[config.mk]
export PLATFORM = sky130hd
export DESIGN_NAME = shared_chan_alloc
export DESIGN_NICKNAME = d
export VERILOG_FILES = /design/src/rtl/chan_pkg.sv /design/src/rtl/chan_lookup.sv /design/src/rtl/chan_bufbank.sv /design/src/rtl/chan_ctrl.sv /design/src/rtl/chan_access.sv /design/src/rtl/shared_chan_alloc.sv
export SDC_FILE = /design/constraint.sdc
export NUM_CORES = 1
export LEC_CHECK = 0
export BUFFER_PORTS_ARGS = -buffer_cell sky130_fd_sc_hd__clkbuf_2
export CAP_MARGIN = 20
export CORE_MARGIN = 8
export CORE_UTILIZATION = 50
export DETAILED_ROUTE_END_ITERATION = 16
export PLACE_DENSITY_LB_ADDON = 0.15
export SLEW_MARGIN = 10
export SYNTH_ARGS = -nofsm -noshare
export SYNTH_HDL_FRONTEND = slang
export SYNTH_SLANG_ARGS = --single-unit
export TNS_END_PERCENT = 10
[constraint.sdc]
create_clock -name clk -period 3.76 [get_ports clk]
set_clock_uncertainty 0.05 [all_clocks]
set_input_delay 0.564 -clock clk [delete_from_list [all_inputs] [get_ports clk]]
set_output_delay 0.564 -clock clk [all_outputs]
set_load 0.02 [all_outputs]
[src/rtl/chan_pkg.sv]
// Shared types of the channel allocator: command opcodes and status codes.
package chan_pkg;
    typedef enum logic [1:0] {OP_NOP = 2'd0, OP_OPEN = 2'd1, OP_CLOSE = 2'd2, OP_END = 2'd3} chan_op_e;
    typedef enum logic [1:0] {CS_OK = 2'd0, CS_FULL = 2'd1, CS_BAD = 2'd2} cmd_stat_e;
    typedef enum logic [2:0] {AS_OK = 3'd0, AS_INVALID = 3'd1, AS_BLOCKED = 3'd2,
                              AS_DENIED = 3'd3, AS_BACKOFF = 3'd4} acc_stat_e;
endpackage

[src/rtl/chan_lookup.sv]
// Routing lookup: one entry per (requester, slot) holding a live flag, the
// physical buffer and the role. Assumes one write and one invalidate per
// cycle at most, never to the same entry in the same cycle.
module chan_lookup #(
    parameter int NUM_REQ  = 4,
    parameter int NUM_SLOT = 2,
    parameter int NUM_BUF  = 2,
    localparam int RW = (NUM_REQ  > 1) ? $clog2(NUM_REQ)  : 1,
    localparam int SW = (NUM_SLOT > 1) ? $clog2(NUM_SLOT) : 1,
    localparam int BW = (NUM_BUF  > 1) ? $clog2(NUM_BUF)  : 1
) (
    input  logic               clk,
    input  logic               rst_n,
    input  logic               wr_en,
    input  logic [RW-1:0]      wr_req,
    input  logic [SW-1:0]      wr_slot,
    input  logic [BW-1:0]      wr_buf,
    input  logic               wr_prod,
    input  logic               inv_en,
    input  logic [RW-1:0]      inv_req,
    input  logic [SW-1:0]      inv_slot,
    input  logic [RW-1:0]      ra_req,
    input  logic [SW-1:0]      ra_slot,
    output logic               ra_valid,
    output logic [BW-1:0]      ra_buf,
    output logic               ra_prod,
    input  logic [RW-1:0]      rb_req,
    input  logic [SW-1:0]      rb_slot,
    output logic               rb_valid,
    output logic [BW-1:0]      rb_buf,
    output logic               rb_prod,
    output logic [NUM_REQ-1:0] q_used
);
    logic          ent_valid [NUM_REQ][NUM_SLOT];
    logic          ent_prod  [NUM_REQ][NUM_SLOT];
    logic [BW-1:0] ent_buf   [NUM_REQ][NUM_SLOT];

    // Entry update: programming writes and close/end invalidations.
    always_ff @(posedge clk) begin
        if (!rst_n) begin
            for (int r = 0; r < NUM_REQ; r++) begin
                for (int s = 0; s < NUM_SLOT; s++) begin
                    ent_valid[r][s] <= 1'b0;
                    ent_prod[r][s]  <= 1'b0;
                    ent_buf[r][s]   <= '0;
                end
            end
        end else begin
            if (wr_en) begin
                ent_valid[wr_req][wr_slot] <= 1'b1;
                ent_prod[wr_req][wr_slot]  <= wr_prod;
                ent_buf[wr_req][wr_slot]   <= wr_buf;
            end
            if (inv_en) begin
                ent_valid[inv_req][inv_slot] <= 1'b0;
            end
        end
    end

    // Access-side read port.
    always_comb begin
        ra_valid = ent_valid[ra_req][ra_slot];
        ra_buf   = ent_buf[ra_req][ra_slot];
        ra_prod  = ent_prod[ra_req][ra_slot];
    end

    // Command-side read port.
    always_comb begin
        rb_valid = ent_valid[rb_req][rb_slot];
        rb_buf   = ent_buf[rb_req][rb_slot];
        rb_prod  = ent_prod[rb_req][rb_slot];
    end

    // Slot occupancy across all requesters for the command's slot.
    always_comb begin
        for (int r = 0; r < NUM_REQ; r++) begin
            q_used[r] = ent_valid[r][rb_slot];
        end
    end
endmodule

[src/rtl/chan_bufbank.sv]
// Shared buffers with a valid bit per word. A write sets the word's bit;
// a release clears every bit of one buffer and wins over a same-cycle write.
module chan_bufbank #(
    parameter int NUM_BUF   = 2,
    parameter int BUF_DEPTH = 4,
    parameter int DATA_W    = 8,
    localparam int BW = (NUM_BUF   > 1) ? $clog2(NUM_BUF)   : 1,
    localparam int AW = (BUF_DEPTH > 1) ? $clog2(BUF_DEPTH) : 1
) (
    input  logic              clk,
    input  logic              rst_n,
    input  logic              we,
    input  logic [BW-1:0]     sel_buf,
    input  logic [AW-1:0]     addr,
    input  logic [DATA_W-1:0] wdata,
    output logic [DATA_W-1:0] rdata,
    output logic              rvalid,
    input  logic              clr_en,
    input  logic [BW-1:0]     clr_buf
);
    logic [DATA_W-1:0]    mem  [NUM_BUF][BUF_DEPTH];
    logic [BUF_DEPTH-1:0] vbit [NUM_BUF];

    // Word storage, no reset needed: guarded by the valid bits.
    always_ff @(posedge clk) begin
        if (we) mem[sel_buf][addr] <= wdata;
    end

    // Valid bits: set on write, cleared per buffer on release.
    always_ff @(posedge clk) begin
        if (!rst_n) begin
            for (int b = 0; b < NUM_BUF; b++) vbit[b] <= '0;
        end else begin
            if (we) vbit[sel_buf][addr] <= 1'b1;
            if (clr_en) vbit[clr_buf] <= '0;
        end
    end

    // Combinational read of data and its valid bit.
    always_comb begin
        rdata  = mem[sel_buf][addr];
        rvalid = vbit[sel_buf][addr];
    end
endmodule

[src/rtl/chan_ctrl.sv]
// Channel controller: decodes open/close/end, keeps the busy register, the
// pending consumer counts and close flags, and programs lookup entries one
// per cycle. Assumes a command is presented only with cmd_ready high.
module chan_ctrl
    import chan_pkg::*;
#(
    parameter int NUM_REQ  = 4,
    parameter int NUM_SLOT = 2,
    parameter int NUM_BUF  = 2,
    localparam int RW = (NUM_REQ  > 1) ? $clog2(NUM_REQ)  : 1,
    localparam int SW = (NUM_SLOT > 1) ? $clog2(NUM_SLOT) : 1,
    localparam int BW = (NUM_BUF  > 1) ? $clog2(NUM_BUF)  : 1,
    localparam int CW = $clog2(NUM_REQ + 1)
) (
    input  logic               clk,
    input  logic               rst_n,
    input  logic               cmd_valid,
    input  logic [1:0]         cmd_op,
    input  logic [RW-1:0]      cmd_src,
    input  logic [SW-1:0]      cmd_slot,
    input  logic [NUM_REQ-1:0] cmd_cons,
    output logic               cmd_ready,
    output logic               cmd_done,
    output logic [1:0]         cmd_status,
    output logic [BW-1:0]      cmd_buf,
    input  logic               rb_valid,
    input  logic [BW-1:0]      rb_buf,
    input  logic               rb_prod,
    input  logic [NUM_REQ-1:0] q_used,
    output logic               wr_en,
    output logic [RW-1:0]      wr_req,
    output logic [SW-1:0]      wr_slot,
    output logic [BW-1:0]      wr_buf,
    output logic               wr_prod,
    output logic               inv_en,
    output logic               clr_en,
    output logic [BW-1:0]      clr_buf,
    output logic               prog_active,
    output logic [NUM_REQ-1:0] involved,
    output logic [NUM_BUF-1:0] busy
);
    typedef enum logic {ST_IDLE, ST_PROG} st_e;

    st_e                state;
    logic [NUM_REQ-1:0] remaining;
    logic [RW-1:0]      prod_id;
    logic [SW-1:0]      slot_q;
    logic [BW-1:0]      cur_buf;
    logic [CW-1:0]      pend   [NUM_BUF];
    logic [NUM_BUF-1:0] closed;

    logic               accept, is_open, is_close, is_end;
    logic [NUM_REQ-1:0] src_oh, next_oh;
    logic [RW-1:0]      next_req;
    logic               open_bad, close_bad, end_bad, release_now, any_free, last_write;
    logic [BW-1:0]      free_idx;

    function automatic logic [CW-1:0] count_ones(input logic [NUM_REQ-1:0] v);
        logic [CW-1:0] n = '0;
        for (int i = 0; i < NUM_REQ; i++) n = n + CW'(v[i]);
        return n;
    endfunction

    // Command decode and legality checks.
    always_comb begin
        accept   = cmd_valid && (state == ST_IDLE);
        is_open  = cmd_op == OP_OPEN;
        is_close = cmd_op == OP_CLOSE;
        is_end   = cmd_op == OP_END;
        src_oh   = '0;
        src_oh[cmd_src] = 1'b1;
        open_bad  = (cmd_cons == '0) || ((cmd_cons & src_oh) != '0) ||
                    (((cmd_cons | src_oh) & q_used) != '0);
        close_bad = !rb_valid || !rb_prod;
        end_bad   = !rb_valid || rb_prod;
        release_now = accept && ((is_close && !close_bad && pend[rb_buf] == '0) ||
                                 (is_end && !end_bad && closed[rb_buf] &&
                                  pend[rb_buf] == CW'(1)));
    end

    // Lowest-indexed free buffer.
    always_comb begin
        any_free = ~&busy;
        free_idx = '0;
        for (int b = NUM_BUF - 1; b >= 0; b--) begin
            if (!busy[b]) free_idx = BW'(b);
        end
    end

    // Next participant to program: lowest remaining requester.
    always_comb begin
        next_req = '0;
        for (int i = NUM_REQ - 1; i >= 0; i--) begin
            if (remaining[i]) next_req = RW'(i);
        end
        next_oh = '0;
        next_oh[next_req] = 1'b1;
        last_write = (remaining & ~next_oh) == '0;
    end

    // Lookup and bank control outputs.
    always_comb begin
        wr_en       = state == ST_PROG;
        wr_req      = next_req;
        wr_slot     = slot_q;
        wr_buf      = cur_buf;
        wr_prod     = next_req == prod_id;
        inv_en      = accept && ((is_close && !close_bad) || (is_end && !end_bad));
        clr_en      = release_now;
        clr_buf     = rb_buf;
        cmd_ready   = state == ST_IDLE;
        prog_active = state == ST_PROG;
    end

    // Controller state, busy register, per-buffer bookkeeping.
    always_ff @(posedge clk) begin
        if (!rst_n) begin
            state      <= ST_IDLE;
            remaining  <= '0;
            involved   <= '0;
            prod_id    <= '0;
            slot_q     <= '0;
            cur_buf    <= '0;
            busy       <= '0;
            closed     <= '0;
            cmd_done   <= 1'b0;
            cmd_status <= CS_OK;
            cmd_buf    <= '0;
            for (int b = 0; b < NUM_BUF; b++) pend[b] <= '0;
        end else begin
            cmd_done <= 1'b0;
            if (state == ST_PROG) begin
                remaining <= remaining & ~next_oh;
                if (last_write) begin
                    state      <= ST_IDLE;
                    involved   <= '0;
                    cmd_done   <= 1'b1;
                    cmd_status <= CS_OK;
                    cmd_buf    <= cur_buf;
                end
            end else if (accept) begin
                cmd_done   <= 1'b1;
                cmd_status <= CS_BAD;
                cmd_buf    <= '0;
                if (is_open) begin
                    if (open_bad) begin
                        cmd_status <= CS_BAD;
                    end else if (!any_free) begin
                        cmd_status <= CS_FULL;
                    end else begin
                        cmd_done          <= 1'b0;
                        state             <= ST_PROG;
                        busy[free_idx]    <= 1'b1;
                        closed[free_idx]  <= 1'b0;
                        pend[free_idx]    <= count_ones(cmd_cons);
                        cur_buf           <= free_idx;
                        remaining         <= cmd_cons | src_oh;
                        involved          <= cmd_cons | src_oh;
                        prod_id           <= cmd_src;
                        slot_q            <= cmd_slot;
                    end
                end else if (is_close && !close_bad) begin
                    cmd_status      <= CS_OK;
                    cmd_buf         <= rb_buf;
                    closed[rb_buf]  <= 1'b1;
                end else if (is_end && !end_bad) begin
                    cmd_status    <= CS_OK;
                    cmd_buf       <= rb_buf;
                    pend[rb_buf]  <= pend[rb_buf] - CW'(1);
                end
                if (release_now) begin
                    busy[rb_buf]   <= 1'b0;
                    closed[rb_buf] <= 1'b0;
                end
            end
        end
    end
endmodule

[src/rtl/chan_access.sv]
// Data access path: classifies each access, drives the bank write, enforces
// the per-requester retry gap after INVALID reads and registers the response.
module chan_access
    import chan_pkg::*;
#(
    parameter int NUM_REQ   = 4,
    parameter int DATA_W    = 8,
    parameter int RETRY_GAP = 3,
    localparam int RW = (NUM_REQ   > 1) ? $clog2(NUM_REQ)   : 1,
    localparam int GW = (RETRY_GAP > 2) ? $clog2(RETRY_GAP) : 1
) (
    input  logic               clk,
    input  logic               rst_n,
    input  logic               acc_valid,
    input  logic [RW-1:0]      acc_src,
    input  logic               acc_we,
    input  logic               ent_valid,
    input  logic               ent_prod,
    input  logic               prog_active,
    input  logic [NUM_REQ-1:0] involved,
    input  logic [DATA_W-1:0]  bank_rdata,
    input  logic               bank_rvalid,
    output logic               bank_we,
    output logic               rsp_valid,
    output logic [2:0]         rsp_status,
    output logic [DATA_W-1:0]  rsp_rdata
);
    acc_stat_e st;
    logic      hold;
    logic      load_gap;

    // Classify the access against blocking, route, role, gap and valid bit.
    always_comb begin
        if (prog_active && involved[acc_src])  st = AS_BLOCKED;
        else if (!ent_valid)                   st = AS_DENIED;
        else if (acc_we)                       st = ent_prod ? AS_OK : AS_DENIED;
        else if (hold)                         st = AS_BACKOFF;
        else if (bank_rvalid)                  st = AS_OK;
        else                                   st = AS_INVALID;
        bank_we  = acc_valid && acc_we && (st == AS_OK);
        load_gap = acc_valid && !acc_we && (st == AS_INVALID);
    end

    if (RETRY_GAP > 1) begin : g_backoff
        logic [GW-1:0] gap_cnt [NUM_REQ];
        // Per-requester countdown started by an INVALID read.
        always_ff @(posedge clk) begin
            if (!rst_n) begin
                for (int r = 0; r < NUM_REQ; r++) gap_cnt[r] <= '0;
            end else begin
                for (int r = 0; r < NUM_REQ; r++) begin
                    if (load_gap && acc_src == RW'(r)) gap_cnt[r] <= GW'(RETRY_GAP - 1);
                    else if (gap_cnt[r] != '0)         gap_cnt[r] <= gap_cnt[r] - GW'(1);
                end
            end
        end
        assign hold = gap_cnt[acc_src] != '0;
    end else begin : g_nogap
        assign hold = 1'b0;
    end

    // Registered response, data only for successful reads.
    always_ff @(posedge clk) begin
        if (!rst_n) begin
            rsp_valid  <= 1'b0;
            rsp_status <= AS_OK;
            rsp_rdata  <= '0;
        end else begin
            rsp_valid  <= acc_valid;
            rsp_status <= st;
            rsp_rdata  <= (acc_valid && !acc_we && st == AS_OK) ? bank_rdata : '0;
        end
    end
endmodule

[src/rtl/shared_chan_alloc.sv]
// Top of the shared buffer channel allocator: wires the controller, the
// routing lookup, the buffer bank and the access path together.
module shared_chan_alloc #(
    parameter int NUM_REQ   = 4,
    parameter int NUM_SLOT  = 2,
    parameter int NUM_BUF   = 2,
    parameter int BUF_DEPTH = 4,
    parameter int DATA_W    = 8,
    parameter int RETRY_GAP = 3,
    localparam int RW = (NUM_REQ   > 1) ? $clog2(NUM_REQ)   : 1,
    localparam int SW = (NUM_SLOT  > 1) ? $clog2(NUM_SLOT)  : 1,
    localparam int BW = (NUM_BUF   > 1) ? $clog2(NUM_BUF)   : 1,
    localparam int AW = (BUF_DEPTH > 1) ? $clog2(BUF_DEPTH) : 1
) (
    input  logic               clk,
    input  logic               rst_n,
    input  logic               cmd_valid,
    input  logic [1:0]         cmd_op,
    input  logic [RW-1:0]      cmd_src,
    input  logic [SW-1:0]      cmd_slot,
    input  logic [NUM_REQ-1:0] cmd_cons,
    output logic               cmd_ready,
    output logic               cmd_done,
    output logic [1:0]         cmd_status,
    output logic [BW-1:0]      cmd_buf,
    input  logic               acc_valid,
    input  logic [RW-1:0]      acc_src,
    input  logic [SW-1:0]      acc_slot,
    input  logic               acc_we,
    input  logic [AW-1:0]      acc_addr,
    input  logic [DATA_W-1:0]  acc_wdata,
    output logic               rsp_valid,
    output logic [2:0]         rsp_status,
    output logic [DATA_W-1:0]  rsp_rdata
);
    logic               wr_en, wr_prod, inv_en, clr_en, prog_active;
    logic [RW-1:0]      wr_req;
    logic [SW-1:0]      wr_slot;
    logic [BW-1:0]      wr_buf, clr_buf, ra_buf, rb_buf;
    logic               ra_valid, ra_prod, rb_valid, rb_prod;
    logic [NUM_REQ-1:0] q_used, involved;
    logic [NUM_BUF-1:0] busy_vec;
    logic               bank_we, bank_rvalid;
    logic [DATA_W-1:0]  bank_rdata;

    chan_ctrl #(.NUM_REQ(NUM_REQ), .NUM_SLOT(NUM_SLOT), .NUM_BUF(NUM_BUF)) u_ctrl (
        .clk(clk), .rst_n(rst_n),
        .cmd_valid(cmd_valid), .cmd_op(cmd_op), .cmd_src(cmd_src),
        .cmd_slot(cmd_slot), .cmd_cons(cmd_cons),
        .cmd_ready(cmd_ready), .cmd_done(cmd_done), .cmd_status(cmd_status), .cmd_buf(cmd_buf),
        .rb_valid(rb_valid), .rb_buf(rb_buf), .rb_prod(rb_prod), .q_used(q_used),
        .wr_en(wr_en), .wr_req(wr_req), .wr_slot(wr_slot), .wr_buf(wr_buf), .wr_prod(wr_prod),
        .inv_en(inv_en), .clr_en(clr_en), .clr_buf(clr_buf),
        .prog_active(prog_active), .involved(involved), .busy(busy_vec)
    );

    chan_lookup #(.NUM_REQ(NUM_REQ), .NUM_SLOT(NUM_SLOT), .NUM_BUF(NUM_BUF)) u_lookup (
        .clk(clk), .rst_n(rst_n),
        .wr_en(wr_en), .wr_req(wr_req), .wr_slot(wr_slot), .wr_buf(wr_buf), .wr_prod(wr_prod),
        .inv_en(inv_en), .inv_req(cmd_src), .inv_slot(cmd_slot),
        .ra_req(acc_src), .ra_slot(acc_slot),
        .ra_valid(ra_valid), .ra_buf(ra_buf), .ra_prod(ra_prod),
        .rb_req(cmd_src), .rb_slot(cmd_slot),
        .rb_valid(rb_valid), .rb_buf(rb_buf), .rb_prod(rb_prod),
        .q_used(q_used)
    );

    chan_bufbank #(.NUM_BUF(NUM_BUF), .BUF_DEPTH(BUF_DEPTH), .DATA_W(DATA_W)) u_bank (
        .clk(clk), .rst_n(rst_n),
        .we(bank_we), .sel_buf(ra_buf), .addr(acc_addr), .wdata(acc_wdata),
        .rdata(bank_rdata), .rvalid(bank_rvalid),
        .clr_en(clr_en), .clr_buf(clr_buf)
    );

    chan_access #(.NUM_REQ(NUM_REQ), .DATA_W(DATA_W), .RETRY_GAP(RETRY_GAP)) u_access (
        .clk(clk), .rst_n(rst_n),
        .acc_valid(acc_valid), .acc_src(acc_src), .acc_we(acc_we),
        .ent_valid(ra_valid), .ent_prod(ra_prod),
        .prog_active(prog_active), .involved(involved),
        .bank_rdata(bank_rdata), .bank_rvalid(bank_rvalid), .bank_we(bank_we),
        .rsp_valid(rsp_valid), .rsp_status(rsp_status), .rsp_rdata(rsp_rdata)
    );
endmodule

==> results of run 1 <==
[cells in the mapped netlist (3+ instances only)]
cell / instances
sky130_fd_sc_hd__edfxtp_1: 96
sky130_fd_sc_hd__o21bai_1: 3
sky130_fd_sc_hd__nand2b_1: 7
sky130_fd_sc_hd__nor4_1: 8
sky130_fd_sc_hd__o22ai_1: 16
sky130_fd_sc_hd__a31oi_1: 9
sky130_fd_sc_hd__and3_1: 6
sky130_fd_sc_hd__nor2b_1: 10
sky130_fd_sc_hd__buf_4: 5
sky130_fd_sc_hd__nand2_1: 36
sky130_fd_sc_hd__o21a_1: 17
sky130_fd_sc_hd__buf_6: 5
sky130_fd_sc_hd__nand3_1: 18
sky130_fd_sc_hd__clkbuf_1: 13
sky130_fd_sc_hd__mux2i_1: 57
sky130_fd_sc_hd__inv_1: 27
sky130_fd_sc_hd__mux4_2: 10
sky130_fd_sc_hd__o2bb2ai_1: 6
sky130_fd_sc_hd__ha_1: 10
sky130_fd_sc_hd__nor2_1: 47
sky130_fd_sc_hd__a21oi_1: 17
sky130_fd_sc_hd__o21ba_2: 4
sky130_fd_sc_hd__a21o_1: 4
sky130_fd_sc_hd__o311ai_1: 4
sky130_fd_sc_hd__o211ai_1: 4
sky130_fd_sc_hd__o21ai_0: 13
sky130_fd_sc_hd__nor3_1: 8
sky130_fd_sc_hd__dfxtp_1: 47
sky130_fd_sc_hd__o22a_1: 3
sky130_fd_sc_hd__buf_2: 6
sky130_fd_sc_hd__nand3b_1: 5
sky130_fd_sc_hd__and2_1: 7
[metrics by stage]
stage	worst slack (ps)	power, uW	hold WS, ps	area (um^2)	utilization, %
after global routing	675	3940	360	7790	57.0
final	813	3790	370	7790	57.0
after CTS	856	3820	360	7790	57.0
after detailed placement	437	2260	408	7240	53.0
after floorplan	564	2140	382	6860	-
after global placement	552	2240	399	7240	53.0
[logic make-up (layout without fill, tap and decap cells)]
group / after synthesis / after routing / synth area share (%)
buffers and inverters: 57 / 114 / 4.05
adder cells (fa/ha/maj): 12 / 12 / 2.26
flip-flops: 143 / 143 / 55.7
multiplexers: 71 / 71 / 12.4
AND/OR/NAND/NOR: 173 / 173 / 13.3
AO/OA/AOI/OAI: 117 / 117 / 12.3
[power by group through the flow]
stage          sequential [uW]  clock, uW  combinational (uW)
5_1_grt                   1790       1650                 496
4_1_cts                   1790       1590                 446
6_report                  1790       1560                 444
3_5_place_dp              1820          0                 443
3_3_place_gp              1820          0                 423
2_1_floorplan             1810          0                 324
[routing by layer]
metal	vias up	wire, um	GRT usage, %	share of wire [%]
met5	-	0	0	0
li1	2243	-	-	-
met4	0	320	7.86	2.1
met2	119	7770	30.0	50
met3	19	731	4.71	4.7
met1	2328	6650	22.0	43
[worst register-to-register path: stages (launching register included)]
cell                      delay, ps
sky130_fd_sc_hd__dfxtp_1        380
sky130_fd_sc_hd__mux2i_1         90
sky130_fd_sc_hd__a22oi_1        380
sky130_fd_sc_hd__nand2_2        250
sky130_fd_sc_hd__mux2i_1        310
sky130_fd_sc_hd__ha_1           220
sky130_fd_sc_hd__nand3_1         80
sky130_fd_sc_hd__a21oi_1        180
sky130_fd_sc_hd__nor2_1          80
sky130_fd_sc_hd__o41ai_2        450
sky130_fd_sc_hd__o21ba_2        230
[sequential cells by signal, summed over array words and instances (netlist names), 2 cells and up]
name and flops:
u_access.g_backoff.gap_cnt 8, u_bank.mem 64, u_access.rsp_rdata 8, u_ctrl.prod_id 2
u_bank.vbit 8, u_lookup.ent_valid 8, u_ctrl.closed 2, u_lookup.ent_buf 8
u_ctrl.busy 2, u_ctrl.remaining 4, u_ctrl.involved 4, u_lookup.ent_prod 8
u_access.rsp_status 3, u_ctrl.pend 6, u_ctrl.cmd_status 2
[worst paths after layout]
kind | from | end
max | cmd_slot | u_bank.vbit[0][3]
min | acc_valid | u_access.rsp_valid
max reg2reg | u_lookup.ent_buf[2][0] | u_bank.vbit[0][3]
min reg2reg | u_bank.vbit[1][2] | u_bank.vbit[1][2]
[area by class of cell]
class	instances	share of cell area, %
sequential	143	49.1
multi-input combinational	373	35.7
clock buffer	17	5.46
timing repair buffer	55	3.92
tap	180	2.89
clock inverter	15	1.64
inverter	27	1.30
==> metrics.txt, run 1 <==
# TYPE chip_impl_metric gauge
chip_impl_info{name="layout.cells.most_common",value="sky130_fd_sc_hd__edfxtp_1"} 1
chip_impl_metric{name="first_iter_violations",unit=""} 267
chip_impl_metric{name="routedWlPerCell",unit="um"} 19.1
chip_impl_metric{name="ant_nets",unit=""} 0
chip_impl_metric{name="period_minus_slack",unit="ps"} 2950
chip_impl_metric{name="max_slew_margin",unit="%"} 49.9
chip_impl_metric{name="count_of_buffers_inserted_at_the_top_level_ports",unit=""} 43
chip_impl_info{name="worst_setup_path_start_kind",value="primary input"} 1
chip_impl_info{name="timing.setup.critical_path_class",value="primary input to flop"} 1
chip_impl_metric{name="worst_ep_required_time",unit="ps"} 4020
chip_impl_metric{name="cts.sink_count",unit=""} 143
chip_impl_metric{name="core-area",unit="mm^2"} 0.0137
chip_impl_metric{name="cp.buffers_inverters",unit=""} 1
chip_impl_metric{name="report.final.hold_viol_count",unit=""} 0
chip_impl_metric{name="cts_made_buffers",unit=""} 17
chip_impl_info{name="path_category_of_the_worst_min_delay_check",value="primary input to flop"} 1
chip_impl_metric{name="power.switching",unit="uW"} 991
chip_impl_info{name="most-common-layout-cells",value="sky130_fd_sc_hd__edfxtp_1 (96), sky130_fd_sc_hd__mux2i_1 (57), sky130_fd_sc_hd__nor2_1 (47), sky130_fd_sc_hd__dfxtp_1 (47), sky130_fd_sc_hd__clkbuf_2 (43)"} 1
chip_impl_metric{name="initial_core_util",unit="%"} 50.2
chip_impl_metric{name="power.density",unit="mW/mm^2"} 486
chip_impl_metric{name="setup_tns",unit="ps"} 0
chip_impl_metric{name="routed_via_density",unit=""} 5.81
chip_impl_metric{name="ios",unit=""} 44
chip_impl_metric{name="cts_repair_resize_count",unit=""} 0
chip_impl_info{name="slowest_library_cell_on_the_worst_path",value="sky130_fd_sc_hd__o41ai_2"} 1
chip_impl_metric{name="floorplan_die_width",unit="um"} 133
chip_impl_metric{name="fin_max_slew_vios",unit=""} 0
chip_impl_metric{name="rr_worst_depth",unit=""} 10
chip_impl_metric{name="placementRows",unit=""} 43
chip_impl_metric{name="syn-mean-instance-area",unit="um^2"} 12.0
chip_impl_metric{name="area_of_the_die",unit="mm^2"} 0.0177
chip_impl_metric{name="multi_input_comb_area",unit="mm^2"} 0.00279
chip_impl_metric{name="yosysWarningCount",unit=""} 0
chip_impl_metric{name="power.internal",unit="uW"} 2800
chip_impl_metric{name="num_antenna_cells",unit=""} 0
chip_impl_metric{name="yosysUniqueCellTypes",unit=""} 66
chip_impl_metric{name="synth_enable_flop_cells",unit=""} 96
chip_impl_info{name="clockRootBuffer",value="sky130_fd_sc_hd__clkbuf_16"} 1
chip_impl_info{name="grt_setup_unrepaired",value="no"} 1
chip_impl_metric{name="combined_flip_flop_and_latch_cell_area",unit="mm^2"} 0.00382
chip_impl_metric{name="post_cts_setup_buffer_count",unit=""} 0
chip_impl_metric{name="number_of_max_capacitance_violations_reported",unit=""} 0
chip_impl_metric{name="layout-area-overhead-vs-synth",unit="%"} 13.6
chip_impl_metric{name="antenna_violations_before_repair",unit=""} 0
chip_impl_metric{name="drive_above_1_share",unit="%"} 19.4
chip_impl_metric{name="crit_fanout",unit=""} 14
chip_impl_metric{name="syn_inst",unit=""} 573
chip_impl_metric{name="worst-endpoint-arrival",unit="ps"} 3210
chip_impl_metric{name="post-dp-hpwl",unit="um"} 11300
chip_impl_metric{name="gp_congestion",unit=""} 0.891
chip_impl_metric{name="clkLatencyLatePin",unit="ps"} 420
chip_impl_metric{name="netSwitchingFraction",unit="%"} 26.2
chip_impl_metric{name="synth_top_area_share",unit="%"} 42.0
chip_impl_info{name="timing.critical_path.cells",value="clkbuf_2, and2_1, a22oi_1, nand2_2, mux2i_1, ha_1, nand3_1, a21oi_1, nor2_1, o41ai_2, o21ba_2"} 1
chip_impl_metric{name="mappedNetlistArea",unit="mm^2"} 0.00686
chip_impl_metric{name="largest_net_degree_at_the_start_of_global_routing",unit=""} 42
chip_impl_info{name="cts_tree",value="yes"} 1
chip_impl_metric{name="max-clock-path-buffers",unit=""} 2
chip_impl_metric{name="finalNetCount",unit=""} 655
chip_impl_metric{name="grt_remaining_overflow",unit=""} 0
chip_impl_metric{name="fin_cells",unit=""} 810
chip_impl_metric{name="slowest_delay",unit="ps"} 450
chip_impl_info{name="synth_area_leader_cell",value="sky130_fd_sc_hd__edfxtp_1"} 1
chip_impl_metric{name="share_clk_of_total_power",unit="%"} 41.1
chip_impl_metric{name="die_height",unit="um"} 133
chip_impl_metric{name="fmaxAchievable",unit="MHz"} 339
chip_impl_info{name="synth_flop_cell",value="sky130_fd_sc_hd__edfxtp_1"} 1
chip_impl_metric{name="register_clock_pin_slew_on_the_reported_worst_setup_and_hold_paths",unit="ps"} 60
chip_impl_metric{name="dp_cells",unit=""} 778
chip_impl_metric{name="filler_cell_count",unit=""} 1137
chip_impl_info{name="yosys-top-cells-area",value="sky130_fd_sc_hd__edfxtp_1 (42%), sky130_fd_sc_hd__dfxtp_1 (14%), sky130_fd_sc_hd__mux2i_1 (8.3%)"} 1
chip_impl_metric{name="yosysSeqAreaShare",unit="%"} 55.7
chip_impl_info{name="critical_path.top_delay_family",value="compound AO/OA/AOI/OAI gates"} 1
chip_impl_info{name="run_status",value="finished, final reports clean"} 1
chip_impl_metric{name="hold-path-cell-count",unit=""} 2
chip_impl_info{name="crit_path_end_kind",value="flop"} 1
chip_impl_metric{name="final-setup-viol-count",unit=""} 0
chip_impl_metric{name="ys_ff_latch",unit=""} 143
chip_impl_metric{name="flop_pwr_share",unit="%"} 47.2
chip_impl_metric{name="timing.final.crit_share",unit="%"} 78.4
chip_impl_metric{name="setup.reg_to_reg.worst_slack",unit="ps"} 950
chip_impl_metric{name="num_vias",unit=""} 4709
chip_impl_metric{name="h-tree-depth",unit=""} 4
chip_impl_metric{name="postCtsHoldBufs",unit=""} 0
chip_impl_metric{name="drcViolationCount",unit=""} 0
chip_impl_metric{name="synth-async-reset-ratio",unit="%"} 0
chip_impl_metric{name="synthesis.nets",unit=""} 611
chip_impl_metric{name="grt_use_total",unit="%"} 18.1
chip_impl_metric{name="first_global_vias",unit=""} 4657
chip_impl_metric{name="static-leakage-power",unit="uW"} 0.00311
chip_impl_metric{name="timing.critical_path.depth",unit=""} 11
chip_impl_metric{name="vdd_drop_max",unit="mV"} 0.258
chip_impl_metric{name="pwr-share-comb",unit="%"} 11.7
chip_impl_metric{name="grt_pass1_wl",unit="um"} 25000
chip_impl_metric{name="totalWireLength",unit="um"} 15500
chip_impl_metric{name="worstMarginPinSlew",unit="ps"} 733
chip_impl_metric{name="drt_pass1_iterations",unit=""} 5
Note: power is estimated with default switching activity, not from simulation.
==> run 2: changes to the inputs <==
ABC_AREA = 1   (was default)
clock period = 2.5 ns   (was 3.76 ns; I/O delays follow)
==> metrics.txt, run 2 <==
# TYPE chip_impl_metric gauge
chip_impl_metric{name="grt_remaining_overflow",unit=""} 0
chip_impl_metric{name="worstMarginPinSlew",unit="ps"} 467
chip_impl_metric{name="register_clock_pin_slew_on_the_reported_worst_setup_and_hold_paths",unit="ps"} 60
chip_impl_metric{name="max-clock-path-buffers",unit=""} 2
chip_impl_metric{name="finalNetCount",unit=""} 919
chip_impl_metric{name="routedWlPerCell",unit="um"} 16.1
chip_impl_metric{name="worst-endpoint-arrival",unit="ps"} 2490
chip_impl_info{name="most-common-layout-cells",value="sky130_fd_sc_hd__nand2_1 (193), sky130_fd_sc_hd__inv_1 (107), sky130_fd_sc_hd__edfxtp_1 (96), sky130_fd_sc_hd__nor2_1 (95), sky130_fd_sc_hd__o21ai_0 (65)"} 1
chip_impl_info{name="grt_setup_unrepaired",value="no"} 1
chip_impl_info{name="yosys-top-cells-area",value="sky130_fd_sc_hd__edfxtp_1 (41%), sky130_fd_sc_hd__dfxtp_1 (13%), sky130_fd_sc_hd__nand2_1 (10%)"} 1
chip_impl_metric{name="largest_net_degree_at_the_start_of_global_routing",unit=""} 33
chip_impl_metric{name="yosysWarningCount",unit=""} 0
chip_impl_metric{name="cts_made_buffers",unit=""} 17
chip_impl_metric{name="num_vias",unit=""} 5645
chip_impl_info{name="layout.cells.most_common",value="sky130_fd_sc_hd__nand2_1"} 1
chip_impl_metric{name="mappedNetlistArea",unit="mm^2"} 0.00699
chip_impl_metric{name="cts_repair_resize_count",unit=""} 0
chip_impl_metric{name="synth-async-reset-ratio",unit="%"} 0
chip_impl_metric{name="gp_congestion",unit=""} 1.01
chip_impl_info{name="path_category_of_the_worst_min_delay_check",value="primary input to flop"} 1
chip_impl_metric{name="timing.final.crit_share",unit="%"} 90.0
chip_impl_metric{name="drive_above_1_share",unit="%"} 15.2
chip_impl_info{name="clockRootBuffer",value="sky130_fd_sc_hd__clkbuf_16"} 1
chip_impl_metric{name="core-area",unit="mm^2"} 0.0138
chip_impl_info{name="crit_path_end_kind",value="flop"} 1
chip_impl_metric{name="power.density",unit="mW/mm^2"} 724
chip_impl_metric{name="cts.sink_count",unit=""} 143
chip_impl_metric{name="ios",unit=""} 44
chip_impl_metric{name="floorplan_die_width",unit="um"} 134
chip_impl_metric{name="antenna_violations_before_repair",unit=""} 0
chip_impl_info{name="synth_area_leader_cell",value="sky130_fd_sc_hd__edfxtp_1"} 1
chip_impl_metric{name="first_global_vias",unit=""} 5505
chip_impl_metric{name="count_of_buffers_inserted_at_the_top_level_ports",unit=""} 43
chip_impl_metric{name="report.final.hold_viol_count",unit=""} 0
chip_impl_metric{name="area_of_the_die",unit="mm^2"} 0.0180
chip_impl_metric{name="syn-mean-instance-area",unit="um^2"} 8.61
chip_impl_metric{name="number_of_max_capacitance_violations_reported",unit=""} 0
chip_impl_metric{name="post_cts_setup_buffer_count",unit=""} 0
chip_impl_metric{name="yosysSeqAreaShare",unit="%"} 54.7
chip_impl_metric{name="clkLatencyLatePin",unit="ps"} 420
chip_impl_metric{name="synth_enable_flop_cells",unit=""} 96
chip_impl_metric{name="ant_nets",unit=""} 0
chip_impl_metric{name="fin_max_slew_vios",unit=""} 0
chip_impl_info{name="netlist_top_cells_count",value="sky130_fd_sc_hd__nand2_1 (193), sky130_fd_sc_hd__inv_1 (107), sky130_fd_sc_hd__edfxtp_1 (96)"} 1
chip_impl_metric{name="postCtsHoldBufs",unit=""} 0
chip_impl_info{name="worst_setup_path_start_kind",value="flop"} 1
chip_impl_metric{name="max_slew_margin",unit="%"} 68.5
chip_impl_info{name="timing.setup.critical_path_class",value="flop to flop"} 1
chip_impl_metric{name="first_iter_violations",unit=""} 398
chip_impl_metric{name="h-tree-depth",unit=""} 4
chip_impl_metric{name="synthesis.nets",unit=""} 850
chip_impl_metric{name="setup_tns",unit="ps"} 0
chip_impl_metric{name="final.setup.worst_slack",unit="ps"} 251
chip_impl_metric{name="dp_worst_setup_slack",unit="ps"} -33.1
chip_impl_info{name="run_status",value="finished, final reports clean"} 1
chip_impl_metric{name="post-dp-hpwl",unit="um"} 13200
chip_impl_metric{name="layout-area-overhead-vs-synth",unit="%"} 16.7
chip_impl_info{name="largest_register",value="u_bank.mem"} 1
chip_impl_metric{name="worst_ep_required_time",unit="ps"} 2740
chip_impl_metric{name="synth_top_area_share",unit="%"} 41.2
chip_impl_metric{name="crit_fanout",unit=""} 5
chip_impl_metric{name="filler_cell_count",unit=""} 1237
chip_impl_metric{name="final-setup-viol-count",unit=""} 0
chip_impl_info{name="synth.most_common_cell",value="sky130_fd_sc_hd__nand2_1"} 1
chip_impl_metric{name="drt_pass1_iterations",unit=""} 5
chip_impl_metric{name="syn_inst",unit=""} 812
chip_impl_metric{name="period_minus_slack",unit="ps"} 2250
chip_impl_metric{name="num_antenna_cells",unit=""} 0
chip_impl_metric{name="static-leakage-power",unit="uW"} 0.00354
chip_impl_metric{name="vdd_drop_max",unit="mV"} 0.440
chip_impl_metric{name="die_height",unit="um"} 134
chip_impl_metric{name="yosysUniqueCellTypes",unit=""} 39
chip_impl_metric{name="placementRows",unit=""} 43
chip_impl_metric{name="drcViolationCount",unit=""} 0
chip_impl_metric{name="fmaxAchievable",unit="MHz"} 445
chip_impl_info{name="synth_flop_cell",value="sky130_fd_sc_hd__edfxtp_1"} 1
chip_impl_metric{name="totalWireLength",unit="um"} 17300
chip_impl_metric{name="ys_ff_latch",unit=""} 143
chip_impl_metric{name="routed_via_density",unit=""} 5.26
chip_impl_metric{name="initial_core_util",unit="%"} 50.8
chip_impl_metric{name="grt_pass1_wl",unit="um"} 27700
chip_impl_metric{name="largest_reg_flops",unit=""} 64
chip_impl_metric{name="grt_use_total",unit="%"} 19.8
chip_impl_info{name="cts_tree",value="yes"} 1
run 2: changes by cell type in the layout (fill, tap and decap cells not counted), moves of 24 or more:
cell	delta
sky130_fd_sc_hd__nand2_1	+157
sky130_fd_sc_hd__inv_1	+80
sky130_fd_sc_hd__mux2i_1	-56
sky130_fd_sc_hd__o21ai_0	+52
sky130_fd_sc_hd__nor2_1	+48
sky130_fd_sc_hd__nand3_1	+29
sky130_fd_sc_hd__a21oi_1	+24
run 2: kinds of logic after synthesis:
| kind of cell | after synthesis | synth area share (%) |
|---|---|---|
| flops | 143 | 54.7 |
| simple gates | 381 | 24.3 |
| fa+ha+maj | 11 | 2.08 |
| buf+inv | 138 | 8.10 |
| xor+xnor | 3 | 0.376 |
| compound gates | 135 | 10.3 |
| mux | 1 | 0.143 |
run 2: final timing paths:
check | startpoint | cells after the start | endpoint | slack [ps]
worst max-delay path | u_lookup.ent_buf[1][1] | 15 | u_bank.vbit[0][3] | 250
worst min-delay path | acc_valid | 3 | u_access.rsp_valid | 200
worst max register to register | u_lookup.ent_buf[1][1] | 15 | u_bank.vbit[0][3] | 250
worst min register to register | u_bank.vbit[0][1] | 2 | u_bank.vbit[0][1] | 400
run 2: worst max-delay path: stages, from the launching register on:
cell                       delay [ps]
sky130_fd_sc_hd__edfxtp_1         450
sky130_fd_sc_hd__nand2_1           90
sky130_fd_sc_hd__o21ai_0           70
sky130_fd_sc_hd__nand2_1           60
sky130_fd_sc_hd__nand3_1          120
sky130_fd_sc_hd__nand2_2          140
sky130_fd_sc_hd__inv_1             40
sky130_fd_sc_hd__or2_1            200
sky130_fd_sc_hd__o21a_1           130
sky130_fd_sc_hd__inv_1             90
sky130_fd_sc_hd__ha_1             150
sky130_fd_sc_hd__nand2_1           60
sky130_fd_sc_hd__nand2_1           80
sky130_fd_sc_hd__nand3_1           90
sky130_fd_sc_hd__nand2_1          220
sky130_fd_sc_hd__a21oi_1           80
run 2: through the flow:
| stage | std cells | area [um^2] | utilization [%] | hold slack (ps) | power [uW] |
|---|---|---|---|---|---|
| after floorplan | 812 | 6990 | - | 380 | 3210 |
| after global placement | 1042 | 7560 | 54.9 | 391 | 3400 |
| after detailed placement | 1042 | 7560 | 54.9 | 395 | 3430 |
| after CTS | 1074 | 8160 | 59.2 | 177 | 5940 |
| after global routing | 1074 | 8160 | 59.2 | 205 | 6140 |
| final | 1074 | 8160 | 59.2 | 205 | 5910 |
run 2: routing by layer:
layer | part of all wire, % | up-vias | wire length [um] | track usage [%]
li1 | - | 2815 | - | -
met1 | 41 | 2664 | 7140 | 22.2
met2 | 52 | 134 | 8930 | 34.6
met3 | 4.5 | 32 | 771 | 5.27
met4 | 2.5 | 0 | 427 | 8.86
met5 | 0 | - | 0 | 0
run 2: final cells by class:
class	count	area (um^2)	share of cell area [%]
Tap cell	180	225	2.76
Clock buffer	23	489	6.00
Timing Repair Buffer	72	470	5.77
Clock inverter	9	106	1.30
Multi-Input combinational cell	531	2600	31.9
Inverter	116	440	5.40
Sequential cell	143	3820	46.9
run 2: power breakdown:
group	leakage, uW	switching (uW)	total [uW]	internal [uW]
Sequential	0.00129	52.2	2690	2630
Clock	0.000285	949	2530	1580
Combinational	0.00196	445	696	251
Total	0.00354	1450	5910	4460
